## config.mk

```make
export PLATFORM = sky130hd
export DESIGN_NAME = kick_watchdog
export DESIGN_NICKNAME = d
export VERILOG_FILES = /design/src/rtl/kwd_pkg.sv /design/src/rtl/kwd_sync.sv /design/src/rtl/kwd_edge.sv /design/src/rtl/kwd_timer.sv /design/src/rtl/kick_watchdog.sv
export SDC_FILE = /design/constraint.sdc
export NUM_CORES = 1
export LEC_CHECK = 0
export ABC_AREA = 1
export BUFFER_PORTS_ARGS = -buffer_cell sky130_fd_sc_hd__clkbuf_2
export CORE_MARGIN = 4
export CORE_UTILIZATION = 56
export CTS_CLUSTER_DIAMETER = 200
export CTS_CLUSTER_SIZE = 24
export DETAILED_ROUTE_END_ITERATION = 10
export HOLD_SLACK_MARGIN = 0.1
export PLACE_DENSITY_LB_ADDON = 0.05
export SYNTH_ARGS = -nofsm -noshare
export SYNTH_HDL_FRONTEND = slang
export SYNTH_SLANG_ARGS = --single-unit
```

## constraint.sdc

```tcl
create_clock -name clk -period 1.6 [get_ports clk]
set_input_delay 0.32 -clock clk [delete_from_list [all_inputs] [get_ports clk]]
set_output_delay 0.32 -clock clk [all_outputs]
set_load 0.005 [all_outputs]
```

## src/rtl/kwd_pkg.sv

```systemverilog
// Shared helpers for the edge-kicked watchdog.
// Assumes: callers pass counts of at least 2.
package kwd_pkg;

    // Width needed to hold values 0 .. n-1, never less than one bit.
    function automatic int cnt_width(input int n);
        int w;
        w = $clog2(n);
        if (w < 1) w = 1;
        return w;
    endfunction

    // Default timeout: 1.6 s at a 100 MHz clock.
    localparam int DEFAULT_TIMEOUT = 160_000_000;

    // Default synchroniser depth for asynchronous inputs.
    localparam int DEFAULT_SYNC = 2;

endpackage

```

## src/rtl/kwd_sync.sv

```systemverilog
// Multi-bit level synchroniser, one independent flop chain per bit.
// Does: moves slowly changing asynchronous levels into the clk domain.
// Assumes: bits are unrelated; no coherence between bits is needed.
module kwd_sync #(
    parameter int WIDTH  = 2,
    parameter int STAGES = 2,
    parameter logic [WIDTH-1:0] RST_VAL = '0
) (
    input  logic             clk,
    input  logic             rst_n,
    input  logic [WIDTH-1:0] async_i,
    output logic [WIDTH-1:0] sync_o
);
    localparam int LAST = STAGES - 1;

    logic [WIDTH-1:0] stage_q [STAGES];

    genvar s;
    generate
        for (s = 0; s < STAGES; s++) begin : g_stage
            if (s == 0) begin : g_first
                // First flop captures the raw asynchronous level.
                always_ff @(posedge clk) begin
                    if (!rst_n) stage_q[0] <= RST_VAL;
                    else        stage_q[0] <= async_i;
                end
            end else begin : g_next
                // Later flops let metastability settle.
                always_ff @(posedge clk) begin
                    if (!rst_n) stage_q[s] <= RST_VAL;
                    else        stage_q[s] <= stage_q[s-1];
                end
            end
        end
    endgenerate

    assign sync_o = stage_q[LAST];
endmodule

```

## src/rtl/kwd_edge.sv

```systemverilog
// Any-edge detector for one synchronised level.
// Does: pulses for one cycle after every rise or fall of level_i.
// Assumes: level_i is already in the clk domain; reset value matches
//          the synchroniser reset so no edge appears out of reset.
module kwd_edge #(
    parameter logic RST_VAL = 1'b0
) (
    input  logic clk,
    input  logic rst_n,
    input  logic level_i,
    output logic edge_o
);
    logic prev_q;

    // Delayed copy of the level for comparison.
    always_ff @(posedge clk) begin
        if (!rst_n) prev_q <= RST_VAL;
        else        prev_q <= level_i;
    end

    assign edge_o = level_i ^ prev_q;
endmodule

```

## src/rtl/kwd_timer.sv

```systemverilog
// Timeout counter with hold and clear.
// Does: counts clock cycles since the last clear; flags expiry once the
//       count reaches TIMEOUT_CYCLES and keeps the flag until cleared.
// Assumes: TIMEOUT_CYCLES >= 2; hold_i and clear_i are synchronous.
module kwd_timer #(
    parameter int TIMEOUT_CYCLES = kwd_pkg::DEFAULT_TIMEOUT
) (
    input  logic clk,
    input  logic rst_n,
    input  logic hold_i,
    input  logic clear_i,
    output logic expired_o
);
    localparam int CW = kwd_pkg::cnt_width(TIMEOUT_CYCLES);
    localparam logic [CW-1:0] LAST = CW'(TIMEOUT_CYCLES - 1);

    logic [CW-1:0] cnt_q;
    logic          expired_q;

    // Count idle cycles; clear on reset, hold or kick (kick beats terminal).
    always_ff @(posedge clk) begin
        if (!rst_n || hold_i || clear_i) begin
            cnt_q     <= '0;
            expired_q <= 1'b0;
        end else if (!expired_q) begin
            if (cnt_q == LAST) expired_q <= 1'b1;
            else               cnt_q     <= cnt_q + 1'b1;
        end
    end

    assign expired_o = expired_q;


    expire_at_terminal_chk: assert property (@(posedge clk) disable iff (!rst_n)
        $rose(expired_q) |-> ($past(cnt_q) == LAST));


    no_overflow_chk: assert property (@(posedge clk) disable iff (!rst_n)
        cnt_q <= LAST);


    hold_clears_chk: assert property (@(posedge clk) disable iff (!rst_n)
        hold_i |=> (cnt_q == '0 && !expired_q));


    kick_clears_chk: assert property (@(posedge clk) disable iff (!rst_n)
        clear_i |=> (cnt_q == '0 && !expired_q));


    expired_sticky_chk: assert property (@(posedge clk) disable iff (!rst_n)
        (expired_q && !hold_i && !clear_i) |=> expired_q);
endmodule

```

## src/rtl/kick_watchdog.sv

```systemverilog
// Edge-kicked watchdog with float disable and low-supply indication.
// Does: synchronises the kick line and its undriven flag, turns any kick
//       edge into a timer clear, holds the timer during system reset or
//       while the line floats, and drives an active-low output that is
//       low on timeout or whenever the supply is bad.
// Assumes: rstgen_active_i and supply_ok_i are synchronous to clk.
module kick_watchdog #(
    parameter int TIMEOUT_CYCLES = kwd_pkg::DEFAULT_TIMEOUT,
    parameter int SYNC_STAGES    = kwd_pkg::DEFAULT_SYNC
) (
    input  logic clk,
    input  logic rst_n,
    input  logic kick_i,
    input  logic kick_float_i,
    input  logic rstgen_active_i,
    input  logic supply_ok_i,
    output logic wdog_n_o
);
    logic [1:0] async_bits;
    logic [1:0] sync_bits;
    logic       kick_s;
    logic       float_s;
    logic       kick_edge;
    logic       timer_hold;
    logic       expired;

    assign async_bits = {kick_float_i, kick_i};

    // Float flag resets to "undriven" so the timer starts disabled.
    kwd_sync #(
        .WIDTH  (2),
        .STAGES (SYNC_STAGES),
        .RST_VAL(2'b10)
    ) sync_i (
        .clk    (clk),
        .rst_n  (rst_n),
        .async_i(async_bits),
        .sync_o (sync_bits)
    );

    assign kick_s  = sync_bits[0];
    assign float_s = sync_bits[1];

    kwd_edge #(
        .RST_VAL(1'b0)
    ) edge_i (
        .clk    (clk),
        .rst_n  (rst_n),
        .level_i(kick_s),
        .edge_o (kick_edge)
    );

    assign timer_hold = rstgen_active_i | float_s;

    kwd_timer #(
        .TIMEOUT_CYCLES(TIMEOUT_CYCLES)
    ) timer_i (
        .clk      (clk),
        .rst_n    (rst_n),
        .hold_i   (timer_hold),
        .clear_i  (kick_edge),
        .expired_o(expired)
    );

    // Supply path is combinational so fault and recovery act at once.
    assign wdog_n_o = supply_ok_i & ~expired;
endmodule

```

==> results of run 1 <==
-- what timing repair did --
item | in CTS | in global routing
setup buffers | 2 | 0
pin swaps | 1 | 5
hold buffers | 0 | 0
setup endpoints to repair | 19 | 28
resized for setup | 1 | 20
-- sequential cells by signal (all words and copies together) (netlist names) --
name	cells
timer_i.expired_o	1
timer_i.cnt_q	28
edge_i.prev_q	1
sync_i.stage_q	4
-- area by class of cell --
type	instances	area (um2)
multi-input combinational	259	1300
fill	325	1100
sequential	34	688
timing repair buffer	30	251
inverter	37	141
clock buffer	5	68.8
tap	48	60.1
clock inverter	3	45.0
-- kinds of logic after synthesis --
group           Yosys count  share of synthesized area [%]
compound gates           23                           7.51
xor+xnor                 14                           5.75
fa+ha+maj                 1                          0.586
buf+inv                  44                           9.33
flops                    34                           31.9
simple gates            221                           44.9
-- Yosys cell counts (all sizes together), types with 2 or more instances --
master,number,area (um2)
clkbuf,3,11.3
nand4,12,75.1
nand3b,2,15.0
xor2,8,70.1
nor2,69,284
a21oi,19,140
dfxtp,34,681
nand3,23,115
buf,4,46.3
o21ai,4,20.0
nand2,114,464
inv,36,138
xnor2,6,52.6
-- final timing paths --
kind,from,end,cells after the start
max,timer_i.cnt_q[0],timer_i.cnt_q[0],10
min reg2reg,sync_i.stage_q[0][1],sync_i.stage_q[1][1],2
max reg2reg,timer_i.cnt_q[0],timer_i.cnt_q[0],10
min,kick_float_i,sync_i.stage_q[0][1],3
-- metal layers --
layer / GRT usage, % / up-vias / wire [um]
li1: - / 1109 / -
met1: 28.9 / 955 / 2360
met2: 38.2 / 68 / 2530
met3: 4.06 / 10 / 291
met4: 8.09 / 0 / 85
met5: 0 / - / 0
-- stage by stage --
stage	hold WS (ns)	instance area (um2)	instances	setup TNS, ns	util, %
floorplan	0.380	2130	337	0	-
global placement	0.382	2340	406	0	64.0
detailed placement	0.392	2340	406	-0.0255	64.0
CTS	0.197	2500	416	0	68.3
global route	0.211	2560	416	0	69.8
finish	0.198	2560	416	0	69.8
-- power by group through the flow --
stage / combinational (uW) / sequential (uW) / clock [uW]
2_1_floorplan: 11.6 / 873 / 0
3_3_place_gp: 23.2 / 873 / 0
3_5_place_dp: 23.7 / 873 / 0
4_1_cts: 23.9 / 853 / 825
5_1_grt: 27.5 / 854 / 864
6_report: 23.6 / 853 / 807
-- critical path, delay by kind of cell (launching register included) --
family                   cells  cell delay, ns
AO/OA/AOI/OAI                1            0.19
adder cells (fa/ha/maj)      1            0.17
buffers and inverters        2            0.26
flip-flops                   1            0.34
AND/OR/NAND/NOR              6            0.44
==> summary.txt, run 1 <==
Place
  • DP HPWL: 3.75 mm
  • Port bufs: 6
  • DP Worst Slack: -0.0191 ns
  • Final Wtd Congestion: 0.948

STA
  • Relative slew margins: 77.4%
  • Min Tclk post-route: 1.50 ns
  • Final hold vios: 0
  • Slew @ Worst Pin: 0.337 ns
  • Worst setup slack after layout: 0.0985 ns
  • Final-report max-slew violation count: 0
  • Max Fclk: 666 MHz
  • Final period util: 93.8%
  • Clock Skew: 0.00611 ns
  • Final setup fails: 0
  • RSZ-0062 raised after global routing: true

Logic synthesis
  • Seq/Total Area, Yosys: 31.9%
  • Average cell area after synthesis: 6.33 um2
  • Post-Syn Instances: 337
  • Yosys warning total: 0
  • Number of synthesized flops with an enable pin: 0
  • Cell variety after synth: 25
  • Post-Syn Nets: 344
  • Flops & latches, synth: 34
  • Mapped Area: 2130 um2
  • Most used DFF post-synth: dfxtp_1
  • FFs w/ async S/R, synth: 0%

Clock tree
  • # clock sinks: 34
  • Root Driver: clkbuf_8
  • CTS max path bufs: 2
  • Clk pin slew, worst setup/hold paths: 0.08 ns
  • Clk_lat worst skew: 0.29 ns
  • TritonCTS Buffers: 5
  • CTS tree: done
  • H-tree Lvls: 2

Setup path
  • Arrival @ worst endpoint: 1.68 ns
  • Most used cell along the critical path: nor2_4
  • Critical path class: flop to flop
  • Startpoint types: flop
  • Critical path fanouts, max: 11
  • Required time worst endpoint: 1.78 ns
  • Slowest stage delay, CP: 0.34 ns
  • Critical-path cell list: ha_4 > inv_1 > nor2_4 > nand2_2 > nor2_4 > nand2_4 > nand2_8 > buf_12 > o21ai_0 > nor2_1
  • Critical-path top delay cell: dfxtp_2
  • FF-to-FF setup slack: 0.1 ns
  • Critical Path Sink Type: flop

Global routing
  • Total global-route track usage: 22.7%
  • Initial antenna violation count: 0
  • Vias in the first global route: 1948
  • Largest net degree at the start of global routing: 22
  • GRT overflow: 0
  • First-pass GRT wire length: 8.91 mm

Power and ir drop
  • Switching power of the nets: 359 uW
  • Net switching fraction of the power: 21.3%
  • Pleak: 0.000943 uW
  • Tot Pwr: 1680 uW
  • Clock share of power: 47.9%
  • Max VDD drop: 0.524 mV
  • Pwr per Cell Area: 659 nW/um2
  • Internal power: 1330 uW
  • Sequential share of power: 50.7%
  • Gate power share: 1.4%

Floorplanning
  • Chip Width: 69.7 um
  • Die area: 4860 um2
  • Row cnt: 22
  • Die Ht: 69.7 um
  • Core area: 3660 um2
  • IO Pins: 7
  • Initial Util: 58.3%

Route
  • Via/cell ratio: 5.15
  • DR pass1 iterations: 5
  • DRT iter0 DRCs: 190
  • Routed Antenna Nets: 0
  • Drt total wl: 5.27 mm
  • Via count: 2142
  • DR DRC count: 0
  • WL per Instance: 12.7 um

Finish
  • Layout cells sized above 1: 21.7%
  • Commonest non-fill, non-tap cell in the layout: nand2_1
  • Commonest non-fill, non-tap cells in the layout: 106 x nand2_1, 56 x nor2_1, 35 x inv_1, 28 x dfxtp_1, 22 x nand3_1
  • N_diodes: 0
  • Total Nets Final: 374
  • Area Overhead vs Synth: 19.8%

Hold path
  • Hold Crit Class: primary input to flop

Status
  • Outcome: finished, final reports clean

Run
  • # Max-Cap Violations: 0
No activity file was read; power rests on OpenSTA's default activity.
==> inputs of run 2 (changes only) <==
--- a/config.mk
+++ b/config.mk
@@ -5,10 +5,10 @@
 export SDC_FILE = /design/constraint.sdc
 export NUM_CORES = 1
 export LEC_CHECK = 0
-export ABC_AREA = 1
 export BUFFER_PORTS_ARGS = -buffer_cell sky130_fd_sc_hd__clkbuf_2
+export CAP_MARGIN = 20
 export CORE_MARGIN = 4
-export CORE_UTILIZATION = 56
+export CORE_UTILIZATION = 50
 export CTS_CLUSTER_DIAMETER = 200
 export CTS_CLUSTER_SIZE = 24
 export DETAILED_ROUTE_END_ITERATION = 10
==> run 2 against run 1 <==
Net effect: the run now ends with negative setup slack left; clock-buffer cell count is 3 higher; utilization increased by 3.3 points; synthesized cell count shrank 46%; fmax fell by 12%; sequential share of layout area grew 4.8 points; sequential power fell by 0.9%; critical path depth decreased by 2; via count shrank 27%; total power fell by 22%; routed wire length fell by 17%; critical path type unchanged; critical endpoint is now timer_i.cnt_q[10].
==> summary.txt, run 2 <==
Setup path
  • Startpoint types: flop
  • Critical-path top delay cell: dfxtp_4
  • Slowest stage delay, CP: 0.38 ns (+0.04 ns)
  • Critical-path cell list: ha_4 > nand2_4 > nor4_4 > buf_4 > buf_6 > a21bo_4 > or3_1 > a21oi_1
  • Critical path class: flop to flop
  • Required time worst endpoint: 1.86 ns (+0.08 ns)
  • Arrival @ worst endpoint: 1.97 ns (+0.29 ns)
  • FF-to-FF setup slack: -0.11 ns (-0.21 ns)
  • RR Endpoint: timer_i.cnt_q[10]
  • Critical path fanouts, max: 5 (-6)
  • Reg2reg start: timer_i.cnt_q[0]
  • FF-to-FF path depth: 8 (-2)
  • Critical Path Sink Type: flop
  • Critical Path Source: timer_i.cnt_q[0]

Route
  • DR DRC count: 0 (unchanged)
  • Met3 Routed Length: 210 um (-28%)
  • Routed Antenna Nets: 0 (unchanged)
  • Metal2 WL: 2.26 mm (-11%)
  • DRT iter0 DRCs: 109 (-43%)
  • Via/cell ratio: 5.52 (+7.3%)
  • Routed met1 length: 1.82 mm (-23%)
  • Drt total wl: 4.35 mm (-17%)
  • Via count: 1558 (-27%)
  • DR pass1 iterations: 4 (-1)
  • Highest Signal Layer: met4
  • WL per Instance: 15.4 um (+22%)

Finish
  • Top flop regs: timer_i.cnt_q: 28 flops, sync_i.stage_q: 4 flops
  • Register area: 708 um2 (+2.9%)
  • Commonest non-fill, non-tap cell in the layout: buf_4
  • Max reg flops: 28 (unchanged)
  • Commonest non-fill, non-tap cells in the layout: 35 x buf_4, 22 x dfxtp_1, 21 x nor2_1, 14 x nand2_1, 11 x xor2_1
  • Layout cells sized above 1: 38.7% (+17 points)
  • Area of the multi-input gates: 1020 um2 (-22%)
  • Fin util: 73.2% (+3.3 points)
  • FILL cells: 252 (-22%)
  • Most flop-heavy register: timer_i.cnt_q
  • Area Overhead vs Synth: 39.1%
  • N_diodes: 0 (unchanged)
  • Total Nets Final: 244 (-35%)

Floorplanning
  • Initial Util: 52.6% (-5.7 points)
  • IO Pins: 7 (unchanged)
  • Chip Width: 64.7 um (-7.3%)
  • Die area: 4180 um2 (-14%)
  • Row cnt: 20 (-9.1%)
  • Core area: 3050 um2 (-17%)
  • Die Ht: 64.7 um (-7.3%)

Power and ir drop
  • Pleak: 0.000831 uW (-12%)
  • Max VDD drop: 0.635 mV (+21%)
  • Pwr per Cell Area: 588 nW/um2 (-11%)

Global routing
  • First-pass GRT wire length: 7.04 mm (-21%)
  • Initial antenna violation count: 0 (unchanged)
  • Total global-route track usage: 21.6% (-1.0 points)
  • GRT overflow: 0 (unchanged)
  • Vias in the first global route: 1587 (-19%)
  • Largest net degree at the start of global routing: 16 (-27%)

Place
  • Final Wtd Congestion: 0.862 (-9.1%)
  • DP Worst Slack: -0.0818 ns (-0.0628 ns)
  • Port bufs: 6 (unchanged)
  • DP HPWL: 2.65 mm (-29%)

Run
  • # Max-Cap Violations: 0 (unchanged)

Logic synthesis
  • Average cell area after synthesis: 8.82 um2 (+39%)
  • Cell variety after synth: 43 (+72%)
  • Seq/Total Area, Yosys: 42.4% (+10 points)
  • Most used DFF post-synth: dfxtp_1
  • Synth top cells by count: 34 x dfxtp_1, 22 x nor2_1, 15 x nand2_1
  • Post-Syn Instances: 182 (-46%)
  • Most common cell in the netlist: dfxtp_1
  • Flops & latches, synth: 34 (unchanged)
  • FFs w/ async S/R, synth: 0% (unchanged)
  • Post-Syn Nets: 189 (-45%)
  • Leading area contributor after synthesis: dfxtp_1
  • Synth top area share: 42.4% (+10 points)
  • Yosys warning total: 0 (unchanged)
  • Mapped Area: 1610 um2 (-25%)
  • Area contributors post-synth: dfxtp_1 42%, xor2_1 6.0%, nor2_1 5.1%
  • Number of synthesized flops with an enable pin: 0 (unchanged)

Clock tree
  • H-tree Lvls: 2 (unchanged)
  • Cts hold-fix bufs: 0 (unchanged)
  • Clk_lat worst skew: 0.33 ns (+0.04 ns)
  • Clk pin slew, worst setup/hold paths: 0.11 ns (+0.03 ns)
  • # clock sinks: 34 (unchanged)
  • Root Driver: clkbuf_4
  • CTS max path bufs: 2 (unchanged)
  • CTS tree: done
  • TritonCTS Buffers: 5 (unchanged)

STA
  • Max Fclk: 585 MHz (-12%)
  • Clock Skew: 0.0151 ns (+0.00895 ns)
  • RSZ-0062 raised after global routing: true
  • Final period util: 107% (+13 points)
  • Final hold vios: 0 (unchanged)
  • Final setup fails: 14 (+14)
  • Hold_ws: 0.177 ns (-0.0211 ns)
  • Slew @ Worst Pin: 0.371 ns (+0.0334 ns)
  • Worst setup slack after layout: -0.110 ns (-0.208 ns)
  • Min Tclk post-route: 1.71 ns (+0.208 ns)
  • Final-report max-slew violation count: 0 (unchanged)
  • Relative slew margins: 75.1% (-2.3 points)

Hold path
  • Worst Hold Launch: kick_float_i
  • Hold Crit Class: primary input to flop
  • Worst Hold End: sync_i.stage_q[0][1]
  • WHS Path Cells: 2 (-1)

Status
  • Outcome: finished with violations
  • Failing checks: negative setup slack
## run 2: repair_timing
action / 4_1_cts / 5_1_grt
endpoints found under the setup margin: 13 / 27
pin swaps: 8 / 22
setup buffers: 10 / 3
cloned: 2 / 0
gates resized for setup: 8 / 22
hold endpoints to repair: 0 / 0
## run 2: metrics by stage
| stage | total power (uW) | TNS [ns] | area [um2] | std cells |
|---|---|---|---|---|
| 2_1_floorplan | 881 | -0.0130 | 1650 | 182 |
| 3_3_place_gp | 891 | -0.0343 | 1940 | 259 |
| 3_5_place_dp | 893 | -0.324 | 1940 | 259 |
| 4_1_cts | 1330 | -0.136 | 2110 | 279 |
| 5_1_grt | 1370 | -2.84 | 2230 | 282 |
| 6_report | 1310 | -0.852 | 2230 | 282 |
## run 2: worst max path at each step
| stage | depth (start not counted) | slack [ns] | end |
|---|---|---|---|
| floorplan | 5 | -0.01 | timer_i.cnt_q[16] |
| global placement | 5 | -0.01 | timer_i.cnt_q[6] |
| detailed placement | 6 | -0.08 | timer_i.cnt_q[0] |
| CTS | 7 | -0.03 | timer_i.cnt_q[11] |
| global route | 6 | -0.21 | timer_i.cnt_q[27] |
| finish | 8 | -0.11 | timer_i.cnt_q[10] |
## run 2: critical path, delay by kind of cell (launching register included)
| kind | cells | cell delay (ns) |
|---|---|---|
| simple gates | 3 | 0.48 |
| compound gates | 2 | 0.36 |
| flops | 1 | 0.38 |
| buf+inv | 2 | 0.25 |
| fa+ha+maj | 1 | 0.17 |
## run 2: final cells by class
class	count	share of cell area [%]
timing repair buffer	49	17.1
multi-input combinational	141	45.5
tap	44	2.46
clock buffer	8	2.18
inverter	6	1.01
sequential	34	31.7
## run 2: cells by family (layout without fill, tap and decap cells)
family | after synthesis | after routing | share of synthesized area (%)
xor+xnor | 17 | 17 | 9.27
fa+ha+maj | 1 | 1 | 0.779
buf+inv | 9 | 63 | 2.57
flops | 34 | 34 | 42.4
compound gates | 27 | 29 | 10.4
simple gates | 94 | 94 | 34.5
## run 2: power by group
group | switching, uW | internal (uW)
Sequential | 2.19 | 843
Combinational | 10.9 | 13.3
Clock | 269 | 175
## run 2: per-layer routing
metal	up-vias	track usage, %
met5	-	0
met4	0	12.1
met3	6	4.51
met2	49	37.5
met1	730	24.5
li1	773	-
